$ cat src/rtl/i2c_txf_pkg.sv
package i2c_txf_pkg;
  localparam int unsigned REG_AW = 3;
  localparam int unsigned REG_DW = 8;
  localparam int unsigned BYTE_W = 8;

  typedef enum logic [REG_AW-1:0] {
    RA_CTRL  = 3'd0,
    RA_DATA  = 3'd1,
    RA_STAT  = 3'd2,
    RA_IEN   = 3'd3,
    RA_QSTAT = 3'd4
  } reg_addr_e;

  localparam int unsigned CTRL_HALT_BIT  = 3;
  localparam int unsigned CTRL_EN_BIT    = 6;
  localparam int unsigned CTRL_FLUSH_BIT = 7;
  localparam int unsigned ST_NAK_BIT     = 0;
  localparam int unsigned ST_EMPTY_BIT   = 1;
  localparam int unsigned ST_OVF_BIT     = 2;
  localparam int unsigned QS_EMPTY_BIT   = 4;
  localparam int unsigned QS_FULL_BIT    = 5;
  localparam int unsigned N_CAUSE        = 2;
  localparam int unsigned N_STAT         = 3;
endpackage

$ cat src/rtl/i2c_txf_fifo.sv
module i2c_txf_fifo #(
  parameter int unsigned DEPTH = 64,
  parameter int unsigned DW    = 8,
  localparam int unsigned PW   = (DEPTH > 1) ? $clog2(DEPTH) : 1,
  localparam int unsigned CW   = $clog2(DEPTH + 1)
) (
  input  logic          clk_i,
  input  logic          rst_ni,
  input  logic          clear_i,
  input  logic          push_i,
  input  logic [DW-1:0] data_i,
  input  logic          pop_i,
  output logic [DW-1:0] data_o,
  output logic          empty_o,
  output logic          full_o,
  output logic [CW-1:0] count_o
);
  logic [DW-1:0] mem_q [DEPTH];
  logic [PW-1:0] wptr_q, rptr_q;
  logic [CW-1:0] cnt_q;

  function automatic logic [PW-1:0] nxt(input logic [PW-1:0] p);
    return (p == PW'(DEPTH - 1)) ? '0 : p + PW'(1);
  endfunction

  always_ff @(posedge clk_i) begin
    if (push_i && !clear_i) mem_q[wptr_q] <= data_i;
  end

  always_ff @(posedge clk_i or negedge rst_ni) begin
    if (!rst_ni) begin
      wptr_q <= '0;
      rptr_q <= '0;
      cnt_q  <= '0;
    end else if (clear_i) begin
      wptr_q <= '0;
      rptr_q <= '0;
      cnt_q  <= '0;
    end else begin
      if (push_i) wptr_q <= nxt(wptr_q);
      if (pop_i)  rptr_q <= nxt(rptr_q);
      case ({push_i, pop_i})
        2'b10:   cnt_q <= cnt_q + CW'(1);
        2'b01:   cnt_q <= cnt_q - CW'(1);
        default: cnt_q <= cnt_q;
      endcase
    end
  end

  assign data_o  = mem_q[rptr_q];
  assign empty_o = (cnt_q == '0);
  assign full_o  = (cnt_q == CW'(DEPTH));
  assign count_o = cnt_q;
endmodule

$ cat src/rtl/i2c_txf_shifter.sv
module i2c_txf_shifter #(
  parameter int unsigned DW = 8,
  localparam int unsigned CNTW = $clog2(DW + 1)
) (
  input  logic          clk_i,
  input  logic          rst_ni,
  input  logic          start_i,
  input  logic [DW-1:0] data_i,
  output logic          bit_req_o,
  output logic          bit_o,
  input  logic          bit_ack_i,
  input  logic          sda_i,
  output logic          busy_o,
  output logic          done_o,
  output logic          nak_o
);
  logic            busy_q;
  logic [DW-1:0]   sh_q;
  logic [CNTW-1:0] cnt_q;
  logic            ack_slot;

  assign ack_slot = (cnt_q == CNTW'(DW));

  always_ff @(posedge clk_i or negedge rst_ni) begin
    if (!rst_ni) begin
      busy_q <= 1'b0;
      sh_q   <= '0;
      cnt_q  <= '0;
    end else if (!busy_q) begin
      if (start_i) begin
        busy_q <= 1'b1;
        sh_q   <= data_i;
        cnt_q  <= '0;
      end
    end else if (bit_ack_i) begin
      if (ack_slot) begin
        busy_q <= 1'b0;
      end else begin
        sh_q  <= {sh_q[DW-2:0], 1'b0};
        cnt_q <= cnt_q + CNTW'(1);
      end
    end
  end

  // ninth slot releases SDA so the slave can answer
  assign bit_o     = ack_slot ? 1'b1 : sh_q[DW-1];
  assign bit_req_o = busy_q;
  assign busy_o    = busy_q;
  assign done_o    = busy_q && bit_ack_i && ack_slot;
  assign nak_o     = sda_i;
endmodule

$ cat src/rtl/i2c_txf_regs.sv
module i2c_txf_regs
  import i2c_txf_pkg::*;
(
  input  logic                clk_i,
  input  logic                rst_ni,
  input  logic [REG_AW-1:0]   addr_i,
  input  logic                ctrl_wr_i,
  input  logic                en_val_i,
  input  logic                flush_val_i,
  input  logic                stat_wr_i,
  input  logic [N_STAT-1:0]   stat_clr_i,
  input  logic                ien_wr_i,
  input  logic [N_CAUSE-1:0]  ien_val_i,
  input  logic                ev_nak_i,
  input  logic                ev_empty_i,
  input  logic                ev_ovf_i,
  input  logic                drained_i,
  input  logic                full_i,
  output logic                en_o,
  output logic                flush_o,
  output logic                halt_o,
  output logic [N_STAT-1:0]   stat_o,
  output logic [REG_DW-1:0]   rdata_o,
  output logic                irq_o
);
  logic               en_q, flush_q, halt_q;
  logic [N_CAUSE-1:0] ien_q;
  logic [N_STAT-1:0]  st_q, st_set;

  assign st_set = {ev_ovf_i, ev_empty_i, ev_nak_i};

  always_ff @(posedge clk_i or negedge rst_ni) begin
    if (!rst_ni) begin
      en_q    <= 1'b0;
      flush_q <= 1'b0;
      halt_q  <= 1'b0;
      ien_q   <= '0;
      st_q    <= '0;
    end else begin
      flush_q <= ctrl_wr_i && flush_val_i;
      if (ctrl_wr_i) en_q  <= en_val_i;
      if (ien_wr_i)  ien_q <= ien_val_i;
      if (ev_nak_i)     halt_q <= 1'b1;
      else if (flush_q) halt_q <= 1'b0;
      // a new event in the clear cycle wins
      st_q <= (st_q & ~(stat_wr_i ? stat_clr_i : '0)) | st_set;
    end
  end

  always_comb begin
    rdata_o = '0;
    unique case (addr_i)
      RA_CTRL: begin
        rdata_o[CTRL_FLUSH_BIT] = flush_q;
        rdata_o[CTRL_EN_BIT]    = en_q;
        rdata_o[CTRL_HALT_BIT]  = halt_q;
      end
      RA_STAT:  rdata_o[N_STAT-1:0]  = st_q;
      RA_IEN:   rdata_o[N_CAUSE-1:0] = ien_q;
      RA_QSTAT: begin
        rdata_o[QS_EMPTY_BIT] = drained_i;
        rdata_o[QS_FULL_BIT]  = full_i;
      end
      default: rdata_o = '0;
    endcase
  end

  assign en_o    = en_q;
  assign flush_o = flush_q;
  assign halt_o  = halt_q;
  assign stat_o  = st_q;
  assign irq_o   = |(st_q[N_CAUSE-1:0] & ien_q);
endmodule

$ cat src/rtl/i2c_txf_engine.sv
module i2c_txf_engine
  import i2c_txf_pkg::*;
#(
  parameter int unsigned FIFO_DEPTH = 64,
  localparam int unsigned CW = $clog2(FIFO_DEPTH + 1)
) (
  input  logic              clk_i,
  input  logic              rst_ni,
  input  logic              reg_we_i,
  input  logic [REG_AW-1:0] reg_addr_i,
  input  logic [REG_DW-1:0] reg_wdata_i,
  output logic [REG_DW-1:0] reg_rdata_o,
  output logic              bit_req_o,
  output logic              bit_o,
  input  logic              bit_ack_i,
  input  logic              sda_i,
  output logic              irq_o
);
  logic              wr_ctrl, wr_data, wr_stat, wr_ien;
  logic              en, flush, halt;
  logic [N_STAT-1:0] stat;
  logic              push, pop, full, empty, ovf;
  logic [BYTE_W-1:0] head;
  logic [CW-1:0]     fifo_cnt;
  logic              busy, tx_done, tx_nak;
  logic              ev_nak, ev_empty, drained;

  assign wr_ctrl = reg_we_i && (reg_addr_i == RA_CTRL);
  assign wr_data = reg_we_i && (reg_addr_i == RA_DATA);
  assign wr_stat = reg_we_i && (reg_addr_i == RA_STAT);
  assign wr_ien  = reg_we_i && (reg_addr_i == RA_IEN);

  assign push = wr_data && en && !flush && !full;
  assign ovf  = wr_data && en && !flush && full;
  assign pop  = en && !halt && !busy && !empty && !flush;

  assign ev_nak   = tx_done && tx_nak;
  assign ev_empty = tx_done && !tx_nak && empty;
  assign drained  = empty && !busy;

  i2c_txf_fifo #(.DEPTH(FIFO_DEPTH), .DW(BYTE_W)) u_fifo (
    .clk_i   (clk_i),
    .rst_ni  (rst_ni),
    .clear_i (flush),
    .push_i  (push),
    .data_i  (reg_wdata_i[BYTE_W-1:0]),
    .pop_i   (pop),
    .data_o  (head),
    .empty_o (empty),
    .full_o  (full),
    .count_o (fifo_cnt)
  );

  i2c_txf_shifter #(.DW(BYTE_W)) u_shift (
    .clk_i     (clk_i),
    .rst_ni    (rst_ni),
    .start_i   (pop),
    .data_i    (head),
    .bit_req_o (bit_req_o),
    .bit_o     (bit_o),
    .bit_ack_i (bit_ack_i),
    .sda_i     (sda_i),
    .busy_o    (busy),
    .done_o    (tx_done),
    .nak_o     (tx_nak)
  );

  i2c_txf_regs u_regs (
    .clk_i       (clk_i),
    .rst_ni      (rst_ni),
    .addr_i      (reg_addr_i),
    .ctrl_wr_i   (wr_ctrl),
    .en_val_i    (reg_wdata_i[CTRL_EN_BIT]),
    .flush_val_i (reg_wdata_i[CTRL_FLUSH_BIT]),
    .stat_wr_i   (wr_stat),
    .stat_clr_i  (reg_wdata_i[N_STAT-1:0]),
    .ien_wr_i    (wr_ien),
    .ien_val_i   (reg_wdata_i[N_CAUSE-1:0]),
    .ev_nak_i    (ev_nak),
    .ev_empty_i  (ev_empty),
    .ev_ovf_i    (ovf),
    .drained_i   (drained),
    .full_i      (full),
    .en_o        (en),
    .flush_o     (flush),
    .halt_o      (halt),
    .stat_o      (stat),
    .rdata_o     (reg_rdata_o),
    .irq_o       (irq_o)
  );
endmodule

$ cat config.mk
export PLATFORM = sky130hd
export DESIGN_NAME = i2c_txf_engine
export DESIGN_NICKNAME = d
export VERILOG_FILES = /design/src/rtl/i2c_txf_pkg.sv /design/src/rtl/i2c_txf_fifo.sv /design/src/rtl/i2c_txf_shifter.sv /design/src/rtl/i2c_txf_regs.sv /design/src/rtl/i2c_txf_engine.sv
export SDC_FILE = /design/constraint.sdc
export NUM_CORES = 1
export LEC_CHECK = 0
export CORE_UTILIZATION = 65
export DETAILED_ROUTE_END_ITERATION = 8
export DONT_BUFFER_PORTS = 1
export HOLD_SLACK_MARGIN = 0.02
export PLACE_DENSITY = 0.81
export RECOVER_POWER = 25
export SYNTH_ARGS = -nofsm -noshare
export SYNTH_HDL_FRONTEND = slang
export SYNTH_SLANG_ARGS = --single-unit
$ cat constraint.sdc
create_clock -name clk_i -period 7.9 [get_ports clk_i]
set_input_delay 1.58 -clock clk_i [delete_from_list [all_inputs] [get_ports clk_i]]
set_output_delay 1.58 -clock clk_i [all_outputs]
set_load 0.02 [all_outputs]
======== Yosys cells after proc, flatten, opt, wreduce, memory -nomap -nowiden ========
Memory sizes are Yosys's and may differ from the RTL's.
Index checks and enable logic that the tools add are counted.
W data, S select, Z words.
operators by class
  add/subtract/negate cells ............... 5
  equal/unequal tests ..................... 12
  multiplexer cells ....................... 31
  bitwise operators ....................... 4
  reductions and logical operators ........ 35
operators by type and width
  kind                   number
  $mux W6                6
  $mux W8                4
  $logic_and A1 B1 Y1    20
  $mux W4                4
  $pmux W7 S2            1
  $add A6 B1 Y6 const B  2
  $eq A6 B6 Y1 const B   2
  $mux W1                11
  $reduce_bool A2 Y1     4
  $add A7 B1 Y7 const B  1
  $eq A7 B7 Y1 const B   1
  $logic_not A7 Y1       1
  $mux W7                1
  $sub A7 B1 Y7 const B  1
  $eq A3 B2 Y1 const B   2
  $logic_not A1 Y1       6
  $add A4 B1 Y4 const B  1
  $eq A4 B4 Y1 const B   1
  $mux W2                2
  $ne A2 B2 Y1 const B   2
  $pmux W2 S2            1
  $and A3 B3 Y3          1
  $eq A3 B1 Y1 const B   1
  $eq A3 B3 Y1 const B   1
  other kinds (10)       10
word-level totals
  bits in registers ....................... 40
  RAM bits ................................ 512
  bits of input ports ..................... 16
  output and inout port bits .............. 11
  logic and storage cells ................. 99
  memories kept ........................... 1
memory list
  name          depth  width  read ports  clocked after memory_dff  wr ports  line                RTL
  u_fifo.mem_q  64     8      1           0                         1         i2c_txf_fifo.sv:18  logic [DW-1:0] mem_q [DEPTH];

======== Logic depth before layout (Yosys ltp) ========
Gate-level depths: netlist of the first run.
  word-level depth ........................ 8
  gate-level depth with buffers ........... 16
  mapped depth without buffers ............ 13

======== By module ========
From an unflattened synthesis of the first run, not the netlist that was laid out.
second synthesis, totals
  cell total of the unflattened synthesis .. 1185
  area total of the unflattened synthesis .. 22191.3 sq um
modules (own cells, without submodules)
  module           instances  cells an instance  area each (sq um)  sequential area each (sq um)
  i2c_txf_fifo     1          1073               20960.1            15850.2
  i2c_txf_shifter  1          65                 748.2              325.3
  i2c_txf_regs     1          34                 387.9              200.2
  i2c_txf_engine   1          13                 95.1               0.0

======== Worst setup path after synthesis of the first run ========
OpenSTA, ideal clock, no wires.
  path kind ............................... input port to flip-flop
  start ................................... input reg_addr_i[0]
  end ..................................... register u_fifo.cnt_q[4], in the netlist u_fifo.count_o[4]
  library setup time ...................... 132 ps
  arrival time ............................ 4327 ps
  required time ........................... 7768 ps
  path slack .............................. 3441 ps
  cell stages on the path ................. 15
  buffers on the path ..................... 3
  cells stage by stage .................... clkbuf_1 nand4_1 nor2b_1 buf_6 inv_1 ha_1 clkbuf_1 xor2_1 ha_1 or3_1 a21oi_1 or4b_2 a21oi_1 xnor2_1 nor2_1
on the way
  word-level cells in the longest chain between the ends .. 8
  elaborated cells on any way between the ends .. 10
  those cells by class .................... 3 x eq/ne; 2 x mux; 5 x reduce/logical
RTL lines
  item                                                 line                  RTL
  start: declaration                                   i2c_txf_engine.sv:10  input logic [REG_AW-1:0] reg_addr_i,
  $eq A3 B1 Y1 (*)                                     i2c_txf_engine.sv:29  assign wr_data = reg_we_i && (reg_addr_i == RA_DATA);
  $logic_and A1 B1 Y1 (*)                              i2c_txf_engine.sv:29
  $logic_and A1 B1 Y1 (*) (3 in series)                i2c_txf_engine.sv:33  assign push = wr_data && en && !flush && !full;
  $eq A2 B1 Y1 / $eq A2 B2 Y1 (equally long branches)  i2c_txf_fifo.sv:42    case ({push_i, pop_i})
  $pmux W7 S2                                          i2c_txf_fifo.sv:42
  $mux W7                                              i2c_txf_fifo.sv:35    end else if (clear_i) begin
  end signal: assignment                               i2c_txf_fifo.sv:43    2'b10: cnt_q <= cnt_q + CW'(1);
  end signal: assignment                               i2c_txf_fifo.sv:44    2'b01: cnt_q <= cnt_q - CW'(1);
  end signal: assignment                               i2c_txf_fifo.sv:45    default: cnt_q <= cnt_q;
  end: declaration                                     i2c_txf_fifo.sv:20    logic [CW-1:0] cnt_q;
Every way passes the cells marked *; elsewhere a longest branch is shown, timed or not.
A chain may end at the register's enable or synchronous reset.

======== Final worst setup path of the first run ========
  start ................................... input reg_we_i
  end ..................................... register u_fifo.cnt_q[4], in the netlist u_fifo.count_o[4]
on the way
  word-level cells in the longest chain between the ends .. 7
  elaborated cells on any way between the ends .. 9
  those cells by class .................... 2 x eq/ne; 2 x mux; 5 x reduce/logical
RTL lines
  item                                                 line                  RTL
  start: declaration                                   i2c_txf_engine.sv:9   input logic reg_we_i,
  $logic_and A1 B1 Y1 (*)                              i2c_txf_engine.sv:29
  $logic_and A1 B1 Y1 (*) (3 in series)                i2c_txf_engine.sv:33
  $eq A2 B1 Y1 / $eq A2 B2 Y1 (equally long branches)  i2c_txf_fifo.sv:42
  $pmux W7 S2                                          i2c_txf_fifo.sv:42
  $mux W7                                              i2c_txf_fifo.sv:35
Marks and branches as above.

==> PnR_summary.wiki, run 1 <==
{| class="wikitable"
! Metric !! Value
|-
| Final-stage net count || between 1,000 and 1,500
|-
| Ant diodes || 0
|-
| Post-route ant nets || 0
|-
| Starting density of the core || between 60% and 70%
|-
| Layout cell share with drive strength beyond 1 || between 10 and 15%
|-
| Post-placement worst setup slack || 2.72 ns
|-
| Path category of the worst min-delay check || flip-flop to flip-flop
|-
| Register area share after synthesis || about 73%
|-
| Area share of the leading cell type in the synthesized netlist || roughly 68%
|-
| Kind of end point of the critical path || flip-flop
|-
| Worst endpoint data arrival time || between 5 and 6 ns
|-
| Leak pwr || between 7 and 8 nW
|-
| Post-route minimum period || around 4.7 ns
|-
| Count of TritonRoute iterations in the first routing pass || 6
|-
| Setup bufs post-CTS || 0
|-
| Syn Nets || approximately 1,300
|-
| Number of design-rule violations left by the first detailed-router iteration || roughly 1,500
|-
| Library cell with the highest instance count after synthesis || sky130_fd_sc_hd__edfxtp_1
|-
| Clock latency on the worst-skew pair || approximately 0.57 ns
|-
| RSZ-0062 raised after global routing || false
|-
| Final Setup Violations || 0
|-
| Cell type contributing the most total cell area after synthesis || sky130_fd_sc_hd__edfxtp_1
|-
| Area growth syn-to-layout || 8.01%
|-
| IR Drop Worst-Case VDD || about 0.24 mV
|-
| Root Driver || sky130_fd_sc_hd__clkbuf_16
|-
| Number of buffers created by CTS || 54
|-
| Maximum fanout count along the critical path || 13
|-
| Number of max-slew violations in the final report || 0
|-
| Tightest Pin Transition || between 1 and 1.5 ns
|-
| Most used flip-flop cell after synthesis || sky130_fd_sc_hd__edfxtp_1
|-
| Pwr Density || around 300 nW/µm²
|-
| Remaining global-route overflow || 0
|-
| Via density || between 6 and 7
|-
| Outcome || finished clean
|-
| Count of mapped cells out of synthesis || approximately 1,300
|-
| Maximum Capacitance Violations || 0
|-
| Final routed wire length divided by cell count || roughly 28 µm
|-
| Number of antenna violations at the first check in global routing || 1
|-
| Sink Count || 552
|-
| Buffers on Ports || 0
|-
| Post-layout utilization of the core || a little under three quarters
|-
| Number of hold buffers added after cts || 0
|-
| Post-route clock skew || approximately 0.011 ns
|-
| Worst relative slew slack || roughly a tenth
|-
| Row cnt || 67
|-
| Floorplan die height || 188 µm
|-
| Area inside the core boundary || 33,800 µm²
|-
| Post-synth design cell area || roughly 22,000 µm²
|-
| Final estimated routing congestion in global placement || 0.878
|-
| Count of yosys warnings during synthesis || 0
|-
| Clock transition at path regs || roughly 0.060 ns
|-
| Setup slack after layout || 3.17 ns
|-
| Die Area || between 30,000 and 40,000 µm²
|-
| TNS Setup || 0 ns
|-
| Vias in the first global route || roughly 12,000
|-
| Final critical-path share of the clock period || 59.9%
|-
| Final hold slack || 0.486 ns
|-
| Cell types with the highest counts after synthesis || 512 x sky130_fd_sc_hd__edfxtp_1, 120 x sky130_fd_sc_hd__mux2i_1, 114 x sky130_fd_sc_hd__nor2_1
|-
| Fill count || 1,980
|-
| Distinct cell type count after synthesis || between 60 and 70
|-
| Sort of element at the start of the critical path || input pin
|-
| Top post-synthesis cells by area || sky130_fd_sc_hd__edfxtp_1 68%, sky130_fd_sc_hd__mux4_2 7.9%, sky130_fd_sc_hd__mux2i_1 5.3%
|-
| Post-synth EDFFs || between 500 and 600
|-
| CTS tree || done
|-
| DIE WIDTH || 188 µm
|-
| FF+latch count, synth || approximately 550
|-
| Worst setup path class || input pin to flip-flop
|-
| Required time of the critical path || 8.32 ns
|-
| Quantity of gates resized following cts || 0
|-
| H-tree level count || 2
|-
| Final WL || ~50,000 µm
|-
| Maximum clock insertion buffer count || 3
|-
| Final hold vios || 0
|-
| Share of flip-flops with an asynchronous set or reset after synthesis || ~7.2%
|-
| Ports || 27
|-
| DRC errors left || 0
|-
| Maximum number of pins on one net before global-route repair || 106
|-
| Dpl hpwl || ~29,000 µm
|-
| All-layer global routing usage || 29.0%
|-
| Peak clock frequency supported by timing || between 200 and 250 MHz
|-
| Global-route wire length before repair || ~75,000 µm
|-
| Synth Area per Inst || ~17 µm²
|-
| Vias || roughly 12,000
|}
==> power by group <==
group / internal [mW] / switching [mW]
Combinational: 0.666 / 0.755
Sequential: 3.26 / 0.192
Clock: 1.30 / 1.04
Total: 5.23 / 1.98
==> metrics by stage <==
step | power [mW] | area [µm²] | std cells
2_1_floorplan | 4.62 | 22500 | 1287
3_3_place_gp | 4.88 | 22700 | 1669
3_5_place_dp | 4.91 | 22700 | 1669
4_1_cts | 7.22 | 24300 | 1767
5_1_grt | 7.43 | 24300 | 1767
6_report | 7.22 | 24300 | 1767
==> worst max-delay path: stages <==
cell and delay, ns:
sky130_fd_sc_hd__nor2b_1 0.25, sky130_fd_sc_hd__nand4_1 0.16, sky130_fd_sc_hd__nor2b_1 0.85, sky130_fd_sc_hd__inv_1 0.21, sky130_fd_sc_hd__ha_1 0.41, sky130_fd_sc_hd__xor2_1 0.19
sky130_fd_sc_hd__ha_1 0.21, sky130_fd_sc_hd__or3_1 0.12, sky130_fd_sc_hd__a21oi_1 0.09, sky130_fd_sc_hd__or4b_2 0.66, sky130_fd_sc_hd__a21oi_1 0.21, sky130_fd_sc_hd__xnor2_1 0.15
sky130_fd_sc_hd__nor2_1 0.06
==> area by class of cell <==
type / instances / area (µm²) / share of cell area (%)
Clock buffer: 64 / 1450 / 5.98
Multi-Input combinational cell: 656 / 5670 / 23.3
Sequential cell: 552 / 16400 / 67.4
Timing Repair Buffer: 4 / 42.5 / 0.175
Tap cell: 448 / 561 / 2.31
Clock inverter: 34 / 155 / 0.639
Inverter: 9 / 33.8 / 0.139
==> sequential cells by signal (all words and copies together) (netlist names) <==
register / count
u_regs.en_o: 1
u_shift.sh_q: 8
u_regs.stat_o: 3
u_regs.halt_o: 1
u_fifo.mem_q: 512
u_shift.cnt_q: 4
u_fifo.wptr_q: 6
u_fifo.rptr_q: 6
u_shift.bit_req_o: 1
u_fifo.count_o: 7
u_regs.ien_q: 2
u_regs.flush_o: 1
==> cell families after synthesis <==
| group | after synthesis | share of synthesized area (%) |
|---|---|---|
| AOI/OAI and AO/OA | 155 | 4.67 |
| xor gates and xnor gates | 14 | 0.545 |
| adders and majority gates | 8 | 0.445 |
| buffers and inverters | 79 | 2.00 |
| DFF | 552 | 72.8 |
| muxes | 208 | 13.7 |
| and+or+nand+nor | 271 | 5.84 |
==> cell usage in the layout, fill, tap and decap left out, types with 17 or more instances in the layout <==
cell type                   synthesis  final
sky130_fd_sc_hd__mux2i_1          120    120
sky130_fd_sc_hd__mux4_2            79     79
sky130_fd_sc_hd__clkinv_1           1     18
sky130_fd_sc_hd__edfxtp_1         512    512
sky130_fd_sc_hd__a22oi_1           28     28
sky130_fd_sc_hd__o21ai_0           32     32
sky130_fd_sc_hd__dfrtp_1           40     37
sky130_fd_sc_hd__nand2_1           52     52
sky130_fd_sc_hd__a21oi_1           27     27
sky130_fd_sc_hd__clkbuf_16          0     57
sky130_fd_sc_hd__nor2_1           114    114
sky130_fd_sc_hd__nand3_1           17     17
==> routing by layer <==
layer  up-vias  global-route usage [%]  wire (µm)
met1      6148                    40.8      18800
met2       794                    46.4      24600
met3       144                    5.15       5020
li1       5088                       -          -
met4         2                    9.79       1690
met5         -                       0         13
==> path summary, 6_finish.rpt <==
kind / from / endpoint / slack, ns / cells past startpoint
worst max-delay path: reg_we_i / u_fifo.count_o[4] / 3.17 / 13
worst min-delay path: u_regs.stat_o[2] / u_regs.stat_o[2] / 0.49 / 2
worst max register to register: u_fifo.count_o[1] / u_fifo.count_o[4] / 3.33 / 12
worst min register to register: u_regs.stat_o[2] / u_regs.stat_o[2] / 0.49 / 2
max in group asynchronous: rst_ni / u_fifo.rptr_q[1] / 7.10 / 0
min in group asynchronous: rst_ni / u_fifo.count_o[2] / 0.70 / 0
(Power assumes the default switching activity.)
==> run 2, diff against run 1 <==
--- a/config.mk
+++ b/config.mk
@@ -5,11 +5,11 @@
 export SDC_FILE = /design/constraint.sdc
 export NUM_CORES = 1
 export LEC_CHECK = 0
-export CORE_UTILIZATION = 65
+export CORE_UTILIZATION = 63
 export DETAILED_ROUTE_END_ITERATION = 8
 export DONT_BUFFER_PORTS = 1
 export HOLD_SLACK_MARGIN = 0.02
-export PLACE_DENSITY = 0.81
+export PLACE_DENSITY = 0.79
 export RECOVER_POWER = 25
 export SYNTH_ARGS = -nofsm -noshare
 export SYNTH_HDL_FRONTEND = slang
==> constraint.sdc (replaced) <==
create_clock -name clk_i -period 4.4 [get_ports clk_i]
set_input_delay 0.88 -clock clk_i [delete_from_list [all_inputs] [get_ports clk_i]]
set_output_delay 0.88 -clock clk_i [all_outputs]
set_load 0.02 [all_outputs]
==> run 2 against run 1 <==
Net effect:
- the flow now finishes with violations (max-capacitance violations, max-slew violations)
- non-clock buffer count rose by 14
- cell count increased by 1.1%
- clock-buffer cell count rose by 4
- clock skew barely moved
- clock power rose by 82%
- worst setup slack lost 2.8 ns
- register-to-register slack worse by 2.9 ns
- combinational power is 88% higher
- critical path depth unchanged
- routed wire length down 1.4%
- sequential power rose by 78%
- largest power group unchanged
- final area rose by 0.53%
==> PnR_summary.wiki, run 2 (same netlist as run 1, synthesis figures left out) <==
{| class="wikitable"
! Metric !! Value
|-
| Outcome || finished, violations left
|-
| Violations in the final reports || max-capacitance violations, max-slew violations
|-
| Cells after DPL || ~1,700
|-
| H-tree level count || 2
|-
| Dpl hpwl || approximately 29,000 µm
|-
| Floorplan die height || between 150 and 200 µm
|-
| Post-route minimum period || around 4 ns
|-
| Pwr Density || approximately 530 nW/µm²
|-
| Uppermost layer routed || met4
|-
| Top reg by flops || u_fifo.mem_q
|-
| Row cnt || 68
|-
| Maximum Capacitance Violations || 1
|-
| Number of buffers created by CTS || 52
|-
| Area growth syn-to-layout || 8.59%
|-
| Leak pwr || 7.69 nW
|-
| Vias || between 10,000 and 15,000
|-
| Global-route wire length before repair || 73,600 µm
|-
| WL met3 || roughly 4800 µm
|-
| CTS tree || done
|-
| Final estimated routing congestion in global placement || 0.883
|-
| Final WL || about 49,000 µm
|-
| Via density || ~6.7
|-
| Ports || 27
|-
| Post-layout utilization of the core || between 70% and 80%
|-
| Worst-path cell chain || or4_4, or3_1, nor2b_1, inv_1, ha_1, xor2_1, ha_1, or3_1, a21oi_1, or4b_2, a21oi_1, xnor2_1, nor2_1
|-
| Setup bufs post-CTS || 0
|-
| Number of max-slew violations in the final report || just over 40
|-
| Leading cell type in the layout, fill and taps excluded || sky130_fd_sc_hd__edfxtp_1
|-
| Worst setup path class || flip-flop to flip-flop
|-
| Ant diodes || 0
|-
| Final-stage net count || between 1,000 and 1,500
|-
| Die Area || ~36,000 µm²
|-
| Maximum fanout count along the critical path || 12
|-
| Post-route clock skew || between 0.01 and 0.015 ns
|-
| Final critical-path share of the clock period || 90.6%
|-
| Final routed wire length divided by cell count || ~28 µm
|-
| Flip-flop count of the largest register after layout || ~510
|-
| Final hold vios || 0
|-
| Final Instance Count excl. Fillers || 1,786
|-
| Kind of end point of the critical path || flip-flop
|-
| Commonest non-fill, non-tap cells in the layout || 512 x sky130_fd_sc_hd__edfxtp_1, 120 x sky130_fd_sc_hd__mux2i_1, 114 x sky130_fd_sc_hd__nor2_1, 79 x sky130_fd_sc_hd__mux4_2, 53 x sky130_fd_sc_hd__clkbuf_16
|-
| Sort of element at the start of the critical path || flip-flop
|-
| Path category of the worst min-delay check || input pin to flip-flop
|-
| Clock latency on the worst-skew pair || 0.59 ns
|-
| Clock transition at path regs || around 0.06 ns
|-
| Total power draw || around 13 mW
|-
| Sink Count || approximately 550
|-
| Worst relative slew slack || -50.1%
|-
| Peak clock frequency supported by timing || roughly 250 MHz
|-
| Maximum number of pins on one net before global-route repair || between 60 and 70
|-
| Met2 wire length || between 20,000 and 25,000 µm
|-
| Area inside the core boundary || around 35,000 µm²
|-
| Delay of the slowest cell on the worst path || between 0.6 and 0.7 ns
|-
| All-layer global routing usage || around 28%
|-
| TNS Setup || 0 ns
|-
| Worst endpoint data arrival time || 4.43 ns
|-
| Number of design-rule violations left by the first detailed-router iteration || 1,414
|-
| Root Driver || sky130_fd_sc_hd__clkbuf_16
|-
| Number of antenna violations at the first check in global routing || 0
|-
| Slowest cell on crit path || sky130_fd_sc_hd__or4b_2
|-
| Maximum clock insertion buffer count || 3
|-
| Post-route ant nets || 0
|-
| Remaining global-route overflow || 0
|-
| IR Drop Worst-Case VDD || a little over 0.4 mV
|-
| DIE WIDTH || approximately 190 µm
|-
| Layout cell share with drive strength beyond 1 || between 10% and 20%
|-
| Count of TritonRoute iterations in the first routing pass || 7
|-
| RSZ-0062 raised after global routing || false
|-
| Tightest Pin Transition || between 2 and 2.5 ns
|-
| Vias in the first global route || about 12,000
|-
| Post-Route M1 WL || about 19,000 µm
|-
| DRC errors left || 0
|-
| Final Setup Violations || 0
|-
| Starting density of the core || between 60 and 70%
|-
| Buffers on Ports || 0
|-
| Required time of the critical path || slightly below 5 ns
|}
[run 2: changes by cell type in the layout (fill, tap and decap cells not counted), sizes merged]
cell      change
buf          +13
clkinv        -9
clkbuf        +5
bufinv        +3
clkinvlp      +1
inv           -1
[run 2: path summary, 6_finish.rpt]
kind | from | end | slack (ns) | depth (start not counted)
min in group asynchronous | rst_ni | u_regs.stat_o[0] | 0.96 | 1
min reg2reg | u_regs.stat_o[0] | u_regs.stat_o[0] | 0.53 | 2
max reg2reg | u_fifo.count_o[1] | u_fifo.count_o[4] | 0.41 | 13
max | u_fifo.count_o[1] | u_fifo.count_o[4] | 0.41 | 13
min | reg_wdata_i[7] | u_fifo.mem_q[37][7] | 0.38 | 0
max in group asynchronous | rst_ni | u_fifo.rptr_q[1] | 1.86 | 1
[run 2: final cells by class]
| type | instances | area, µm² |
|---|---|---|
| Clock buffer | 68 | 1380 |
| Clock inverter | 28 | 206 |
| Fill cell | 2099 | 10400 |
| Inverter | 9 | 33.8 |
| Multi-Input combinational cell | 656 | 5670 |
| Sequential cell | 552 | 16400 |
| Tap cell | 455 | 569 |
| Timing Repair Buffer | 18 | 181 |
[run 2: routing by layer]
| metal | global-route usage, % | vias up |
|---|---|---|
| li1 | - | 5117 |
| met1 | 38.6 | 5995 |
| met2 | 44.7 | 709 |
| met3 | 5.31 | 123 |
| met4 | 11.0 | 0 |
| met5 | 0 | - |
[run 2: timing repair]
action | CTS | global route
resized for setup | 0 | 0
hold endpoints to repair | 40 | 0
hold buffers | 1 | 0
[run 2: worst max-delay path, delay by kind of cell (launching register included)]
kind	cells	cell delay, ns
buffers and inverters	1	0.10
xor gates and xnor gates	2	0.38
adders and majority gates	2	0.64
AOI/OAI and AO/OA	2	0.33
DFF	1	0.45
and+or+nand+nor	6	1.95
[run 2: through the flow]
step / instance area (µm²) / hold WS [ns] / setup WS (ns)
6_report: 24400 / 0.381 / 0.413
3_3_place_gp: 22800 / 0.470 / 0.692
3_5_place_dp: 22800 / 0.484 / 0.504
5_1_grt: 24400 / 0.369 / 0.299
2_1_floorplan: 22500 / 0.440 / 0.627
4_1_cts: 24400 / 0.127 / 0.480
[run 2: power breakdown]
group	total (mW)	leakage [nW]	switching [mW]	internal, mW
clock network	4.25	0.773	1.87	2.38
logic	2.67	1.81	1.43	1.25
registers	6.13	5.11	0.273	5.86
total	13.1	7.69	3.57	9.49
